### config.mk
export PLATFORM = sky130hd
export DESIGN_NAME = cmpwm_timer
export DESIGN_NICKNAME = d
export VERILOG_FILES = /design/src/rtl/cmpwm_pkg.sv /design/src/rtl/cmpwm_regs.sv /design/src/rtl/cmpwm_counter.sv /design/src/rtl/cmpwm_match.sv /design/src/rtl/cmpwm_pin.sv /design/src/rtl/cmpwm_timer.sv
export SDC_FILE = /design/constraint.sdc
export NUM_CORES = 1
export LEC_CHECK = 0
export BUFFER_PORTS_ARGS = -buffer_cell sky130_fd_sc_hd__buf_2
export CAP_MARGIN = 20
export CORE_MARGIN = 2
export CORE_UTILIZATION = 50
export DETAILED_ROUTE_END_ITERATION = 8
export PLACE_DENSITY = 0.71
export SYNTH_ARGS = -nofsm -noshare
export SYNTH_HDL_FRONTEND = slang
export SYNTH_SLANG_ARGS = --single-unit
### constraint.sdc
create_clock -name clk -period 5.05 [get_ports clk]
set_input_delay 1.01 -clock clk [delete_from_list [all_inputs] [get_ports clk]]
set_output_delay 1.01 -clock clk [all_outputs]
set_load 0.1 [all_outputs]
### src/rtl/cmpwm_pkg.sv
package cmpwm_pkg;

  localparam int CMP_N  = 4;
  localparam int PIN_N  = 2;
  localparam int ADDR_W = 3;

  localparam logic [ADDR_W-1:0] ADDR_LVL  = 3'd4;
  localparam logic [ADDR_W-1:0] ADDR_CTRL = 3'd5;

  typedef enum logic [1:0] {
    ACT_HOLD   = 2'b00,
    ACT_LOW    = 2'b01,
    ACT_HIGH   = 2'b10,
    ACT_TOGGLE = 2'b11
  } act_code_e;

  function automatic logic act_apply(input logic cur, input logic [1:0] code);
    logic res;
    case (act_code_e'(code))
      ACT_LOW:    res = 1'b0;
      ACT_HIGH:   res = 1'b1;
      ACT_TOGGLE: res = ~cur;
      default:    res = cur;
    endcase
    return res;
  endfunction

endpackage

### src/rtl/cmpwm_regs.sv
module cmpwm_regs
  import cmpwm_pkg::*;
#(
  parameter int CNT_W = 16
) (
  input  logic                        clk,
  input  logic                        rst_n,
  input  logic                        wr_en,
  input  logic [ADDR_W-1:0]           wr_addr,
  input  logic [CNT_W-1:0]            wr_data,
  output logic [CMP_N-1:0][CNT_W-1:0] cmp_val,
  output logic [CMP_N-1:0][1:0]       act_code,
  output logic [PIN_N-1:0]            init_lvl,
  output logic                        run_en,
  output logic                        mode_cd,
  output logic [1:0]                  period_sel,
  output logic                        mode_chg
);

  localparam int CMP_SEL_W = $clog2(CMP_N);

  logic ctrl_wr;

  assign ctrl_wr  = wr_en && (wr_addr == ADDR_CTRL);
  assign mode_chg = ctrl_wr && (wr_data[1] != mode_cd);

  // compare registers: addresses 0 .. CMP_N-1
  for (genvar gi = 0; gi < CMP_N; gi++) begin : g_cmp
    always_ff @(posedge clk or negedge rst_n) begin
      if (!rst_n) begin
        cmp_val[gi] <= '0;
      end else if (wr_en && (wr_addr == ADDR_W'(gi))) begin
        cmp_val[gi] <= wr_data;
      end
    end
  end

  // action codes and initial levels share one address
  always_ff @(posedge clk or negedge rst_n) begin
    if (!rst_n) begin
      act_code <= '0;
      init_lvl <= '0;
    end else if (wr_en && (wr_addr == ADDR_LVL)) begin
      for (int k = 0; k < CMP_N; k++) begin
        act_code[k] <= wr_data[2*k +: 2];
      end
      init_lvl <= wr_data[2*CMP_N +: PIN_N];
    end
  end

  always_ff @(posedge clk or negedge rst_n) begin
    if (!rst_n) begin
      run_en     <= 1'b0;
      mode_cd    <= 1'b0;
      period_sel <= '0;
    end else if (ctrl_wr) begin
      run_en     <= wr_data[0];
      mode_cd    <= wr_data[1];
      period_sel <= wr_data[2 +: CMP_SEL_W];
    end
  end

endmodule

### src/rtl/cmpwm_counter.sv
module cmpwm_counter #(
  parameter int CNT_W = 16
) (
  input  logic             clk,
  input  logic             rst_n,
  input  logic             run_en,
  input  logic             mode_clr,
  input  logic             period_clr,
  output logic [CNT_W-1:0] count
);

  always_ff @(posedge clk or negedge rst_n) begin
    if (!rst_n) begin
      count <= '0;
    end else if (mode_clr) begin
      count <= '0;
    end else if (run_en) begin
      if (period_clr) begin
        count <= '0;
      end else begin
        count <= count + CNT_W'(1);
      end
    end
  end

endmodule

### src/rtl/cmpwm_match.sv
module cmpwm_match
  import cmpwm_pkg::*;
#(
  parameter int CNT_W = 16
) (
  input  logic                        run_en,
  input  logic                        mode_cd,
  input  logic [1:0]                  period_sel,
  input  logic [CNT_W-1:0]            count,
  input  logic [CMP_N-1:0][CNT_W-1:0] cmp_val,
  output logic [CMP_N-1:0]            act_fire,
  output logic                        period_hit
);

  logic [CNT_W-1:0] period_val;
  logic [CMP_N-1:0] hit;
  logic [CMP_N-1:0] pair_eq;
  logic [CMP_N-1:0] per_eq;
  logic [CMP_N-1:0] is_per;

  assign period_val = cmp_val[period_sel];
  assign period_hit = mode_cd && run_en && (count == period_val);

  for (genvar gi = 0; gi < CMP_N; gi++) begin : g_cmp
    localparam int PARTNER = gi ^ 1;
    assign hit[gi]     = run_en && (count == cmp_val[gi]);
    assign pair_eq[gi] = (cmp_val[gi] == cmp_val[PARTNER]);
    assign per_eq[gi]  = (cmp_val[gi] == period_val);
    assign is_per[gi]  = (period_sel == 2'(gi));
    assign act_fire[gi] = hit[gi] &&
                          (mode_cd ? !(is_per[gi] || per_eq[gi]) : !pair_eq[gi]);
  end

endmodule

### src/rtl/cmpwm_pin.sv
module cmpwm_pin
  import cmpwm_pkg::*;
(
  input  logic       clk,
  input  logic       rst_n,
  input  logic       reload,
  input  logic       init_bit,
  input  logic       first_fire,
  input  logic [1:0] first_code,
  input  logic       second_fire,
  input  logic [1:0] second_code,
  output logic       pin_o
);

  logic pin_nxt;

  always_comb begin
    pin_nxt = pin_o;
    if (reload) begin
      pin_nxt = init_bit;
    end else if (second_fire) begin
      pin_nxt = act_apply(pin_o, second_code);
    end else if (first_fire) begin
      pin_nxt = act_apply(pin_o, first_code);
    end
  end

  always_ff @(posedge clk or negedge rst_n) begin
    if (!rst_n) begin
      pin_o <= 1'b0;
    end else begin
      pin_o <= pin_nxt;
    end
  end

endmodule

### src/rtl/cmpwm_timer.sv
module cmpwm_timer
  import cmpwm_pkg::*;
#(
  parameter int CNT_W = 16
) (
  input  logic             clk,
  input  logic             rst_n,
  input  logic             wr_en,
  input  logic [2:0]       wr_addr,
  input  logic [CNT_W-1:0] wr_data,
  output logic [CNT_W-1:0] count_o,
  output logic             pwm_a_o,
  output logic             pwm_c_o
);

  logic [CMP_N-1:0][CNT_W-1:0] cmp_val;
  logic [CMP_N-1:0][1:0]       act_code;
  logic [PIN_N-1:0]            init_lvl;
  logic                        run_en;
  logic                        mode_cd;
  logic [1:0]                  period_sel;
  logic                        mode_chg;
  logic [CMP_N-1:0]            act_fire;
  logic                        period_hit;
  logic [PIN_N-1:0]            pin_q;

  cmpwm_regs #(.CNT_W(CNT_W)) regs_i (
    .clk        (clk),
    .rst_n      (rst_n),
    .wr_en      (wr_en),
    .wr_addr    (wr_addr),
    .wr_data    (wr_data),
    .cmp_val    (cmp_val),
    .act_code   (act_code),
    .init_lvl   (init_lvl),
    .run_en     (run_en),
    .mode_cd    (mode_cd),
    .period_sel (period_sel),
    .mode_chg   (mode_chg)
  );

  cmpwm_counter #(.CNT_W(CNT_W)) cnt_i (
    .clk        (clk),
    .rst_n      (rst_n),
    .run_en     (run_en),
    .mode_clr   (mode_chg),
    .period_clr (period_hit),
    .count      (count_o)
  );

  cmpwm_match #(.CNT_W(CNT_W)) match_i (
    .run_en     (run_en),
    .mode_cd    (mode_cd),
    .period_sel (period_sel),
    .count      (count_o),
    .cmp_val    (cmp_val),
    .act_fire   (act_fire),
    .period_hit (period_hit)
  );

  for (genvar gp = 0; gp < PIN_N; gp++) begin : g_pin
    cmpwm_pin pin_i (
      .clk         (clk),
      .rst_n       (rst_n),
      .reload      (mode_chg || period_hit),
      .init_bit    (init_lvl[gp]),
      .first_fire  (act_fire[2*gp]),
      .first_code  (act_code[2*gp]),
      .second_fire (act_fire[2*gp+1]),
      .second_code (act_code[2*gp+1]),
      .pin_o       (pin_q[gp])
    );
  end

  assign pwm_a_o = pin_q[0];
  assign pwm_c_o = pin_q[1];

endmodule

After elaboration in Yosys (flattened, before gate mapping)
Index checks and enable logic that the tools add are counted.
{ "op_classes": {"eq_ne": 36, "bitwise_logic": 2, "n_mux": 19, "addsub": 1, "reduce_logical": 39, "magnitude_cmp": 1} }
{ "ops": {"columns": ["operator", "count"], "rows": [
  ["16-bit equality test", 13],
  ["16-bit two-way mux", 4],
  ["16-bit binary-select mux with 2-bit select", 1],
  ["2-bit equality test, second input constant", 10],
  ["1-bit logical AND", 17],
  ["16-bit by 1-bit adder with 16-bit output, second input constant", 1],
  ["1-bit case mux with 3 select lines", 4],
  ["2-bit by 1-bit equality test with 1-bit output, second input constant", 5],
  ["1-bit two-way mux", 10],
  ["5-bit nonzero test", 2],
  ["1-bit logical NOT", 8],
  ["3-bit by 2-bit equality test with 1-bit output, second input constant", 2],
  ["3-bit equality test, second input constant", 2],
  ["3-bit AND reduction", 2],
  ["3-bit nonzero test", 2],
  ["1-bit logical OR", 5],
  ["5-bit by 4-bit inequality test with 1-bit output, second input constant", 1],
  ["5-bit inequality test, second input constant", 1],
  ["3-bit by 1-bit equality test with 1-bit output, second input constant", 1],
  ["3-bit logical NOT", 1],
  ["2-bit by 3-bit less-than comparator with 1-bit output, second input constant", 1],
  ["2-bit logical NOT", 1],
  ["1-bit inverter", 2],
  ["2-bit nonzero test", 1],
  ["1-bit inequality test", 1]
]} }
{ "word_totals": {"reg_bits": 96, "input_bits": 22} }

Logic depth before layout (Yosys ltp)
Gate-level depths: netlist (run 1).
{ "depth": {"word_depth": 10, "ltp_mapped": 12, "depth_no_buf": 9} }

Hierarchy
From an unflattened synthesis (run 1), not the netlist that was laid out.
{ "unflattened": {"hier_cells": 726, "hier_area_um2": 7701.1} }
{ "by_module_without_submodules": {"columns": ["mod", "area_per_inst_um2", "n_inst", "cells_per_inst"], "rows": [
  ["cmpwm_match", 3473.3, 1, 438],
  ["cmpwm_regs", 3110.5, 1, 171],
  ["cmpwm_counter", 953.4, 1, 98],
  ["cmpwm_pin", 78.8, 2, 9],
  ["cmpwm_timer", 6.3, 1, 1]
]} }

Worst setup path before layout (run 1)
OpenSTA, ideal clock, no wires.
{ "synth_path": {"kind": "in2reg", "startpoint": "input wr_addr[1]", "endpoint": "register cnt_i.count[13]", "setup_ns": 0.072, "path_slack_ns": 2.323, "cell_stages": 8, "arrival_ns": 2.655, "required_time_ns": 4.978, "path_cell_list": "clkbuf_1 nand4b_1 o21ai_0 nand4_1 nor3_1 nand3_1 xor2_1 nor2_1"} }
{ "synth_between": {"elab_chain_cells": 4, "elab_cells_between_ends": 5, "classes_between": "eq/ne (1); mux (1); reduce/logical (3)"} }
{ "synth_rtl": {"columns": ["element", "line_no", "text"], "rows": [
  ["from (decl)", "cmpwm_timer.sv:9", "input logic [2:0] wr_addr,"],
  ["3-bit equality test (*)", "cmpwm_regs.sv:24", "assign ctrl_wr = wr_en && (wr_addr == ADDR_CTRL);"],
  ["1-bit logical AND (*)", "cmpwm_regs.sv:24", null],
  ["1-bit logical AND (*)", "cmpwm_regs.sv:25", "assign mode_chg = ctrl_wr && (wr_data[1] != mode_cd);"],
  ["16-bit two-way mux / 2-bit nonzero test (equally long branches)", null, null],
  ["to (signal assigned)", "cmpwm_counter.sv:21", "count <= count + CNT_W'(1);"],
  ["to (decl)", "cmpwm_counter.sv:9", "output logic [CNT_W-1:0] count"]
]} }
Mark *: on every way between the ends. The rest lies on a longest branch, timed or not.
A chain may end at the register's enable or synchronous reset.

Worst setup path in the final report (run 1)
{ "layout_path": {"startpoint": "register regs_i.period_sel[0]", "endpoint": "register g_pin[1].pin_i.pin_o"} }
{ "layout_between": {"elab_chain_cells": 9, "elab_cells_between_ends": 23, "classes_between": "eq/ne (6); mux (6); reduce/logical (11)"} }
{ "layout_rtl": {"columns": ["element", "line_no", "text"], "rows": [
  ["from (decl)", "cmpwm_regs.sv:16", "output logic [1:0] period_sel,"],
  ["from (signal assigned)", "cmpwm_regs.sv:59", "period_sel <= wr_data[2 +: CMP_SEL_W];"],
  ["16-bit binary-select mux with 2-bit select", "cmpwm_match.sv:21", "assign period_val = cmp_val[period_sel];"],
  ["16-bit two-way mux (not written as such)", "cmpwm_match.sv:21", null],
  ["16-bit equality test", "cmpwm_match.sv:28", "assign per_eq[gi] = (cmp_val[gi] == period_val);"],
  ["1-bit logical OR", "cmpwm_match.sv:31", "(mode_cd ? !(is_per[gi] || per_eq[gi]) : !pair_eq[gi]);"],
  ["1-bit logical NOT", "cmpwm_match.sv:31", null],
  ["1-bit two-way mux", "cmpwm_match.sv:31", null],
  ["1-bit logical AND", "cmpwm_match.sv:30", "assign act_fire[gi] = hit[gi] &&"],
  ["5-bit inequality test (no source line), or another cell as far along", null, null],
  ["3-bit AND reduction (no source line) / 1-bit two-way mux (equally long branches)", null, null],
  ["to (signal assigned)", "cmpwm_pin.sv:32", "pin_o <= pin_nxt;"],
  ["to (decl)", "cmpwm_pin.sv:12", "output logic pin_o"]
]} }
Several ways; a longest one is shown, not always the timed one. The select of a mux whose other input is x is not followed.

==> impl_results.md, run 1 <==
* Number of iterations in the first detailed-routing pass at 4
* Final weighted congestion in routability-driven placement at 1.011
* Total leakage power at 0.003086 uW
* Internal power consumption at 2072 uW
* Cell Count Post-Placement at 845
* Final antenna-violating net count at 0
* Maximum number of pins on one net before global-route repair at 64
* End of the critical path: g_pin[1].pin_i.pin_o
* Time the final worst path needs with I/O delays and setup at 3.499 ns
* Power per standard cell area at 487.5 nW/um2
* Antenna diode count at 0
* Setup crit end kind: flop
* Async S/R FF share, synth at 1.000
* Clk_skew at 0.007663 ns
* Count of flip-flops with a built-in enable after synthesis at 0
* Routed wire length per instance at 25.24 um
* Die span in y at 125.0 um
* Cell chosen for the clock root: clkbuf_16
* Htree depth at 3
* Buffers added on ports at 39
* Final HPWL from detailed placement at 16,150 um
* Type of the tightest min-delay check: reg2reg
* Setup violators final at 0
* Final Cycle Share at 0.6929
* Clock power share at 0.192
* Number of clock sinks at 96
* Post-route insts no fill at 861
* Power share of the sequential group at 0.393
* Post-CTS Resized at 0
* Net count reported at finish at 699
* Comb power frac at 0.415
* Peak Freq at 0.2858 GHz
* FP Rows at 44
* Chip width at 125.0 um
* Vias per cell at 6.188
* Reg2Reg Launch Point: regs_i.period_sel[0]
* Most instantiated flip-flop cell in the synthesis netlist: dfrtp_1
* Number of buffers inserted during clock tree synthesis at 9
* RSZ-0062 raised after global routing: false
* CTS Buffer Depth at 2
* Area share of the leading cell type in the synthesized netlist at 0.3283
* Top cells by area, synth: dfrtp_1, xnor2_1, mux2_2, xor2_1, mux4_2
* Core Footprint at 14,420 um2
* CTS tree: yes
* Total vias in the final route at 5,328
* Sequential share of the synthesized area at 0.3283
* Final total negative setup slack at 0 ns
* Net count after synthesis at 742
* Max-slew violations at 0
* Post-synthesis cell area at 7317 um2
* End of the worst register-to-register path: g_pin[1].pin_i.pin_o
* Initial antenna violation count at 0
* Yosys warnings at 0
* Run status: finished clean
* Number of distinct library cell variants in the gate-level netlist after synthesis at 51
* Average cell area after synthesis at 10.23 um2
* Switching power share of the total at 0.4451
* Worst-case register-to-register setup slack at 1.55 ns
* Clock Pin Slew Worst Setup and Hold Paths at 0.07 ns
* Setup crit start: regs_i.period_sel[0]
* WS Path Type: reg2reg
* Arr. time, crit path at 3.76 ns
* Worst reg2reg path depth at 8
* Slew at the pin closest to its max-slew limit at 1.032 ns
* Number of hold violations in the final report at 0
* Worst hold slack across all endpoints at 0.5190 ns
* Leading area contributor after synthesis: dfrtp_1
* Max rail drop VDD at 0.1979 mV
* Area of the die at 15,620 um2
* Top fanout value on the critical path at 63
* I/O pin total at 40
* Kind of start point of the critical path: flop
* Max capacitance violation total at 0
* Wire length of the first global-routing pass at 33,530 um
* Initial DRC count at 453
* Global-route total usage across every layer at 0.2846
* Hold-fix buffer count after cts at 0
* Fraction of layout instances using a drive strength above 1 at 0.2408
* Net switching power at 1662 uW
* Synthesis-to-finish area growth at 4.668%
* Effective utilization at floorplan at 0.5073
* Global route overflow at 0
* Worst endpoint required time at 5.31 ns
* Post-detailed-route DRC marker count at 0
* Slew headroom at 0.3121
* Post-CTS Setup Repair Bufs at 0
* Count of state elements after synthesis at 96
* Clock latency on the worst-skew pair at 0.37 ns
* Post-layout util at 0.5310
* Syn Inst Count at 715
* Wire length after detailed routing at 21,730 um
* Vias in the first global route at 5,452
area by class of cell:
type                       count  area (um2)
clock buffer                  10       239.0
fill                        1316        6765
tap                          184       230.2
inverter                       8       30.03
multi-input combinational    511        4431
sequential                    96        2406
clock inverter                 6       65.06
timing repair buffer          46       257.7
kinds of logic after synthesis:
group                      count (synthesis)  share of synthesized area
AOI/OAI and AO/OA                         42                    0.04172
xor gates and xnor gates                 201                     0.2406
adders and majority gates                  5                   0.008550
buffers and inverters                    108                    0.06891
DFF                                       96                     0.3283
muxes                                    125                     0.2158
and+or+nand+nor                          138                    0.09610
state kept, by name, summed over array words and instances (netlist names):
signal and count:
cnt_i.count 16, g_pin.pin_i.pin_o 2, regs_i.act_code 8, regs_i.cmp_val 64, regs_i.init_lvl 2, regs_i.mode_cd 1
regs_i.period_sel 2, regs_i.run_en 1
critical path, stage by stage, from the launching register on:
cell	delay (ns)
dfrtp_4	1.09
mux4_2	0.67
xnor2_1	0.16
nand4_1	0.15
nor3_1	0.19
a21o_1	0.58
inv_1	0.18
o21a_1	0.15
a22o_1	0.17
power by group through the flow:
| stage | Clock (uW) | Combinational, uW | Sequential (uW) |
|---|---|---|---|
| after floorplan | 0 | 1440 | 1180 |
| after global placement | 0 | 1520 | 1460 |
| after detailed placement | 0 | 1540 | 1470 |
| after CTS | 726 | 1550 | 1450 |
| after global routing | 753 | 1660 | 1500 |
| final | 715 | 1550 | 1470 |
worst min-delay path by stage:
stage / from / endpoint / slack [ns] / depth (start not counted)
finish: regs_i.act_code[6] / regs_i.act_code[6] / 0.52 / 1
global route: regs_i.act_code[6] / regs_i.act_code[6] / 0.55 / 1
CTS: regs_i.init_lvl[0] / g_pin[0].pin_i.pin_o / 0.51 / 2
detailed placement: regs_i.init_lvl[0] / g_pin[0].pin_i.pin_o / 0.50 / 2
global placement: regs_i.act_code[6] / regs_i.act_code[6] / 0.49 / 1
floorplan: regs_i.init_lvl[0] / g_pin[0].pin_i.pin_o / 0.45 / 2
metal layers:
layer	global-route usage	part of all wire
met3	0.04065	0.058
met1	0.3781	0.42
met2	0.4540	0.47
met5	0	0
met4	0.1503	0.049
layout by cell type, fill, tap and decap left out, types with 15 or more instances in the layout:
cell / instances
xor2_1: 88
nor4_1: 19
xnor2_1: 113
nand4_1: 21
nand3_1: 19
buf_2: 38
mux2i_1: 29
nor2_1: 33
dfrtp_1: 95
mux2_2: 76
mux4_2: 15
nand2_1: 19
stage by stage:
step                      power [uW]  area, um2  worst slack, ns
after floorplan                 2619       7317            2.323
after global placement          2978       7340            1.645
after detailed placement        3002       7355            1.560
after CTS                       3722       7659            1.556
after global routing            3909       7659            1.291
final                           3734       7659            1.551
synth_stat cells (2+ instances only):
cell type and instances:
dfrtp_1 96, mux2i_2 2, a31oi_1 2, a32o_1 3, nor3_1 14, a22oi_1 2
o41ai_1 2, nand3_1 19, nand4b_1 3, nor2b_1 2, mux4_2 15, mux2_2 76
nand4_1 21, and3_1 3, nor3b_1 2, o211ai_1 2, clkbuf_2 4, nand2_1 19
buf_1 5, nor2_1 33, nand2b_1 2, a2111oi_0 2, o2111ai_1 2, a21oi_1 3
mux2i_4 3, mux2i_1 29, buf_2 32, buf_6 3, nor4_1 19, xor2_1 88
xnor2_1 113, o31ai_1 3, a211o_1 2, o21ai_0 9, ha_1 5, inv_1 8
clkbuf_1 53
No activity file was read; power rests on OpenSTA's default activity.
==> run 2, diff against run 1 <==
- clock period: 5.05 -> 3.24 ns (I/O delays scaled with it)
==> impl_results.md, run 2 (same netlist as run 1, synthesis figures left out) <==
* Arr. time, crit path at 3.30 ns (was 3.76 ns)
* Setup crit start: regs_i.period_sel[0] (unchanged)
* Number of hold violations in the final report at 0 (unchanged)
* Core Footprint at 14,420 um2 (unchanged)
* Power per standard cell area at 769.4 nW/um2 (was 487.5 nW/um2)
* Final total negative setup slack at 0 ns (unchanged)
* Synthesis-to-finish area growth at 7.353% (was 4.668%)
* I/O pin total at 40 (unchanged)
* Worst hold slack across all endpoints at 0.3217 ns (was 0.5190 ns)
* Vias in the first global route at 5,448 (was 5,452)
* Max capacitance violation total at 0 (unchanged)
* WS Path Type: reg2reg (unchanged)
* RSZ-0062 raised after global routing: false (unchanged)
* Kind of start point of the critical path: flop (unchanged)
* Clock Pin Slew Worst Setup and Hold Paths at 0.07 ns (about the same)
* Htree depth at 3 (unchanged)
* Max rail drop VDD at 0.3575 mV (was 0.1979 mV)
* Seq. cell area at 2406 um2 (unchanged)
* Cell Count Post-Placement at 865 (was 845)
* Largest registers: regs_i.cmp_val: 64 flops, cnt_i.count: 16 flops, regs_i.act_code: 8 flops (unchanged)
* Area of the die at 15,620 um2 (unchanged)
* Post-route insts no fill at 881 (was 861)
* Post-detailed-route DRC marker count at 0 (unchanged)
* Buffers added on ports at 39 (unchanged)
* Die span in y at 125.0 um (unchanged)
* CTS Buffer Depth at 2 (unchanged)
* Initial DRC count at 426 (was 453)
* Number of buffers inserted during clock tree synthesis at 9 (unchanged)
* Slew at the pin closest to its max-slew limit at 0.6836 ns (was 1.032 ns)
* Max-slew violations at 0 (unchanged)
* Worst reg2reg path depth at 9 (was 8)
* Number of clock sinks at 96 (unchanged)
* Total leakage power at 0.003200 uW (was 0.003086 uW)
* Type of the tightest min-delay check: in2async (was reg2reg)
* Net count reported at finish at 719 (was 699)
* Initial antenna violation count at 0 (unchanged)
* Setup violators final at 0 (unchanged)
* Number of iterations in the first detailed-routing pass at 5 (was 4)
* FP Rows at 44 (unchanged)
* Top fanout value on the critical path at 24 (was 63)
* Final HPWL from detailed placement at 18,050 um (was 16,150 um)
* Clock latency on the worst-skew pair at 0.35 ns (was 0.37 ns)
* Global-route total usage across every layer at 0.3065 (was 0.2846)
* Commonest cells after routing, fill and taps aside: xnor2_1, dfrtp_1, xor2_1, mux2_2, buf_2 (unchanged)
* Total vias in the final route at 5,431 (was 5,328)
* Slew headroom at 0.5442 (was 0.3121)
* Hold-fix buffer count after cts at 0 (unchanged)
* CP peak stage delay at 0.72 ns (was 1.09 ns)
* Routed wire length per instance at 26.54 um (was 25.24 um)
* Fraction of layout instances using a drive strength above 1 at 0.2611 (was 0.2408)
* Run status: finished clean (unchanged)
* Final antenna-violating net count at 0 (unchanged)
* Time the final worst path needs with I/O delays and setup at 3.059 ns (was 3.499 ns)
* Final Cycle Share at 0.9441 (was 0.6929)
* Area of the multi-input gates at 4431 um2 (unchanged)
* Chip width at 125.0 um (unchanged)
* Wire length of the first global-routing pass at 35,220 um (was 33,530 um)
* Maximum number of pins on one net before global-route repair at 52 (was 64)
* Final weighted congestion in routability-driven placement at 0.9978 (was 1.011)
* Effective utilization at floorplan at 0.5073 (unchanged)
* Cell chain of the critical path: buf_4, mux2i_1, xnor2_1, nor4_1, a41oi_1, a311oi_1, or4_1, o211ai_1, a22o_1 (was mux4_2, xnor2_1, nand4_1, nor3_1, a21o_1, inv_1, o21a_1, a22o_1)
* Worst endpoint required time at 3.48 ns (was 5.31 ns)
* Top reg by flops: regs_i.cmp_val (unchanged)
* Antenna diode count at 0 (unchanged)
* Global route overflow at 0 (unchanged)
* Peak Freq at 0.3269 GHz (was 0.2858 GHz)
* Clk_skew at 0.008760 ns (was 0.007663 ns)
* Setup crit end kind: flop (unchanged)
* Reg2Reg Launch Point: regs_i.period_sel[0] (unchanged)
* Max FFs per register at 64 (unchanged)
* CTS tree: yes (unchanged)
* Fill cell instance count of the final layout at 1,265 (was 1,316)
* Post-CTS Setup Repair Bufs at 0 (unchanged)
* Most common cell after layout, fill and taps aside: xnor2_1 (unchanged)
* Post-CTS Resized at 0 (unchanged)
* Master of the slowest instance on the critical path: dfrtp_4 (unchanged)
* Cell chosen for the clock root: clkbuf_16 (unchanged)
* Vias per cell at 6.165 (was 6.188)
* Wire length after detailed routing at 23,380 um (was 21,730 um)
==> run 2: cell type report <==
cell class                 instances  area share
inverter                           8    0.003823
clock inverter                     4    0.009716
tap                              184     0.02931
sequential                        96      0.3063
timing repair buffer              66     0.05416
clock buffer                      12     0.03265
multi-input combinational        511      0.5640
==> run 2: stage by stage <==
stage / instance area, um2 / power, uW / worst slack [ns] / util
final: 7855 / 6044 / 0.1811 / 0.5446
after global routing: 7855 / 6333 / 0.02536 / 0.5446
after CTS: 7855 / 6043 / 0.2262 / 0.5446
after detailed placement: 7522 / 4835 / 0.2291 / 0.5215
after global placement: 7522 / 4825 / 0.2024 / 0.5215
after floorplan: 7317 / 4082 / 0.5388 / -
==> run 2: path summary, 6_finish.rpt <==
check / end / slack (ns)
max: g_pin[1].pin_i.pin_o / 0.18
min: cnt_i.count[14] / 0.32
max reg2reg: g_pin[1].pin_i.pin_o / 0.18
min reg2reg: regs_i.act_code[6] / 0.51
max in group asynchronous: regs_i.cmp_val[38] / 2.23
min in group clk: regs_i.act_code[6] / 0.51
==> run 2: metal layers <==
layer / wire [um] / up-vias / GRT usage
met5: 0 / - / 0
met4: 1032 / 0 / 0.1412
met3: 1419 / 46 / 0.05948
met2: 10610 / 197 / 0.4668
met1: 10330 / 2793 / 0.4249
li1: - / 2395 / -
==> run 2: power by group <==
part / total, uW / leakage, uW / internal, uW / switching [uW]
Combinational: 2640 / 0.00186 / 1230 / 1410
Clock: 1190 / 0.000159 / 721 / 472
Sequential: 2210 / 0.00118 / 1450 / 764
==> run 2: critical path, delay by kind of cell (launching register included) <==
kind	cells	cell delay, ns
AND/OR/NAND/NOR	2	0.54
XOR/XNOR	1	0.10
AO/OA/AOI/OAI	4	0.92
flip-flops	1	0.72
multiplexers	1	0.36
buffers and inverters	1	0.29
==> run 3, diff against run 2 <==
- CORE_ASPECT_RATIO: not set -> 1.5
==> impl_results.md, run 3 (same netlist as run 1, synthesis figures left out) <==
* Run status: finished clean (unchanged)
* Worst hold slack across all endpoints at 0.2893 ns (was 0.3217 ns)
* Arr. time, crit path at 3.27 ns (was 3.30 ns)
* Net count reported at finish at 720 (was 719)
* Final weighted congestion in routability-driven placement at 1.041 (was 0.9978)
* Total leakage power at 0.003207 uW (was 0.003200 uW)
* Area of the die at 15,640 um2 (was 15,620 um2)
* Global route overflow at 0 (unchanged)
* Post-CTS Resized at 0 (unchanged)
* Initial antenna violation count at 0 (unchanged)
* Hold-fix buffer count after cts at 0 (unchanged)
* Final HPWL from detailed placement at 17,750 um (was 18,050 um)
* Worst endpoint required time at 3.48 ns (about the same)
* Synthesis-to-finish area growth at 7.575% (was 7.353%)
* Clk_skew at 0.01048 ns (was 0.008760 ns)
* FP Rows at 54 (was 44)
* Global-route total usage across every layer at 0.3090 (was 0.3065)
* Cell chosen for the clock root: clkbuf_16 (unchanged)
* Max rail drop VDD at 0.4671 mV (was 0.3575 mV)
* End of the worst register-to-register path: g_pin[1].pin_i.pin_o (unchanged)
* Slew headroom at 0.5722 (was 0.5442)
* Vias in the first global route at 5,623 (was 5,448)
* Kind of start point of the critical path: flop (unchanged)
* Most common cell after layout, fill and taps aside: xnor2_1 (unchanged)
* Max FFs per register at 64 (unchanged)
* Commonest cells after routing, fill and taps aside: xnor2_1, dfrtp_1, xor2_1, mux2_2, buf_2 (unchanged)
* WS Path Type: reg2reg (unchanged)
* Number of clock sinks at 96 (unchanged)
* Htree depth at 3 (unchanged)
* Top fanout value on the critical path at 21 (was 24)
* Number of iterations in the first detailed-routing pass at 5 (unchanged)
* CTS Buffer Depth at 2 (unchanged)
* Vias per cell at 6.072 (was 6.165)
* Time the final worst path needs with I/O delays and setup at 3.029 ns (was 3.059 ns)
* Post-CTS Setup Repair Bufs at 0 (unchanged)
* Worst-case register-to-register setup slack at 0.21 ns (was 0.18 ns)
* Final Cycle Share at 0.9349 (was 0.9441)
* End of the critical path: g_pin[1].pin_i.pin_o (unchanged)
* Post-detailed-route DRC marker count at 0 (unchanged)
* Type of the tightest min-delay check: in2async (unchanged)
* Reg2Reg Launch Point: regs_i.period_sel[0] (unchanged)
* Final antenna-violating net count at 0 (unchanged)
* Wire length of the first global-routing pass at 35,450 um (was 35,220 um)
* Setup crit start: regs_i.period_sel[0] (unchanged)
* RSZ-0062 raised after global routing: false (unchanged)
* Chip width at 102.8 um (was 125.0 um)
* Setup violators final at 0 (unchanged)
* Peak Freq at 0.3301 GHz (was 0.3269 GHz)
* Largest registers: regs_i.cmp_val: 64 flops, cnt_i.count: 16 flops, regs_i.act_code: 8 flops (unchanged)
* Max-slew violations at 0 (unchanged)
* Antenna diode count at 0 (unchanged)
* Die span in y at 152.2 um (was 125.0 um)
* Buffers added on ports at 39 (unchanged)
* Max capacitance violation total at 0 (unchanged)
* Number of buffers inserted during clock tree synthesis at 9 (unchanged)
* Worst reg2reg path depth at 10 (was 9)
* Maximum number of pins on one net before global-route repair at 54 (was 52)
* Slew at the pin closest to its max-slew limit at 0.6350 ns (was 0.6836 ns)
* Clock latency on the worst-skew pair at 0.35 ns (about the same)
* Setup crit end kind: flop (unchanged)
* Wire length after detailed routing at 23,160 um (was 23,380 um)
* Final total negative setup slack at 0 ns (unchanged)
* Fraction of layout instances using a drive strength above 1 at 0.2622 (was 0.2611)
* Initial DRC count at 436 (was 426)
* I/O pin total at 40 (unchanged)
* Routed wire length per instance at 25.90 um (was 26.54 um)
* Clock Pin Slew Worst Setup and Hold Paths at 0.08 ns (was 0.07 ns)
* Effective utilization at floorplan at 0.5061 (was 0.5073)
* Core Footprint at 14,460 um2 (was 14,420 um2)
* Total vias in the final route at 5,428 (was 5,431)
* Top reg by flops: regs_i.cmp_val (unchanged)
* Power per standard cell area at 768.1 nW/um2 (was 769.4 nW/um2)
* CTS tree: yes (unchanged)
* Number of hold violations in the final report at 0 (unchanged)
run 3: cell types whose count changed in the layout (fill, tap and decap cells not counted), sizes merged:
cell      previous run  this run
inv                  8        11
clkinvlp             1         0
buf                 66        67
clkbuf              12        10
run 3: where the power goes:
group / internal [uW] / switching [uW]
Clock: 690 / 505
Sequential: 1450 / 724
Combinational: 1230 / 1450
run 3: metrics by stage:
step           power, uW  instances    util  worst slack [ns]  cell area, um2
4_1_cts             6029        894  0.5444            0.2594            7871
6_report            6046        894  0.5444            0.2111            7871
3_3_place_gp        4809        878  0.5218            0.3509            7545
3_5_place_dp        4824        878  0.5218            0.2631            7545
2_1_floorplan       4082        715       -            0.5388            7317
5_1_grt             6331        894  0.5444           0.03370            7871
run 3: cell type report:
class / instances / area [um2]
fill: 1340 / 6588
clock inverter: 6 / 97.59
inverter: 8 / 30.03
timing repair buffer: 67 / 432.9
clock buffer: 10 / 229.0
sequential: 96 / 2406
tap: 196 / 245.2
multi-input combinational: 511 / 4431
run 3: worst max-delay path: stages, from the launching register on:
cell and delay, ns:
dfrtp_4 0.57, buf_12 0.23, buf_4 0.23, mux2i_1 0.31, xnor2_1 0.11, nor4_1 0.45, a41oi_1 0.18, a311oi_1 0.36
or4_1 0.17, o211ai_1 0.10, a22o_1 0.22
run 3: worst min path at each step:
stage / end / depth (start not counted) / slack (ns) / startpoint
after floorplan: cnt_i.count[0] / 0 / 0.35 / rst_n
final: cnt_i.count[12] / 1 / 0.29 / rst_n
after CTS: cnt_i.count[12] / 1 / 0.32 / rst_n
after global placement: regs_i.act_code[6] / 1 / 0.50 / regs_i.act_code[6]
after detailed placement: regs_i.act_code[6] / 1 / 0.51 / regs_i.act_code[6]
after global routing: cnt_i.count[15] / 1 / 0.33 / rst_n
run 3: metal layers:
layer  vias to the layer above  GRT usage  share of wire
met4                         0     0.1504          0.057
li1                       2384          -              -
met1                      2724     0.3975           0.38
met2                       250     0.5107           0.50
met3                        70    0.03349          0.062
met5                         -          0              0
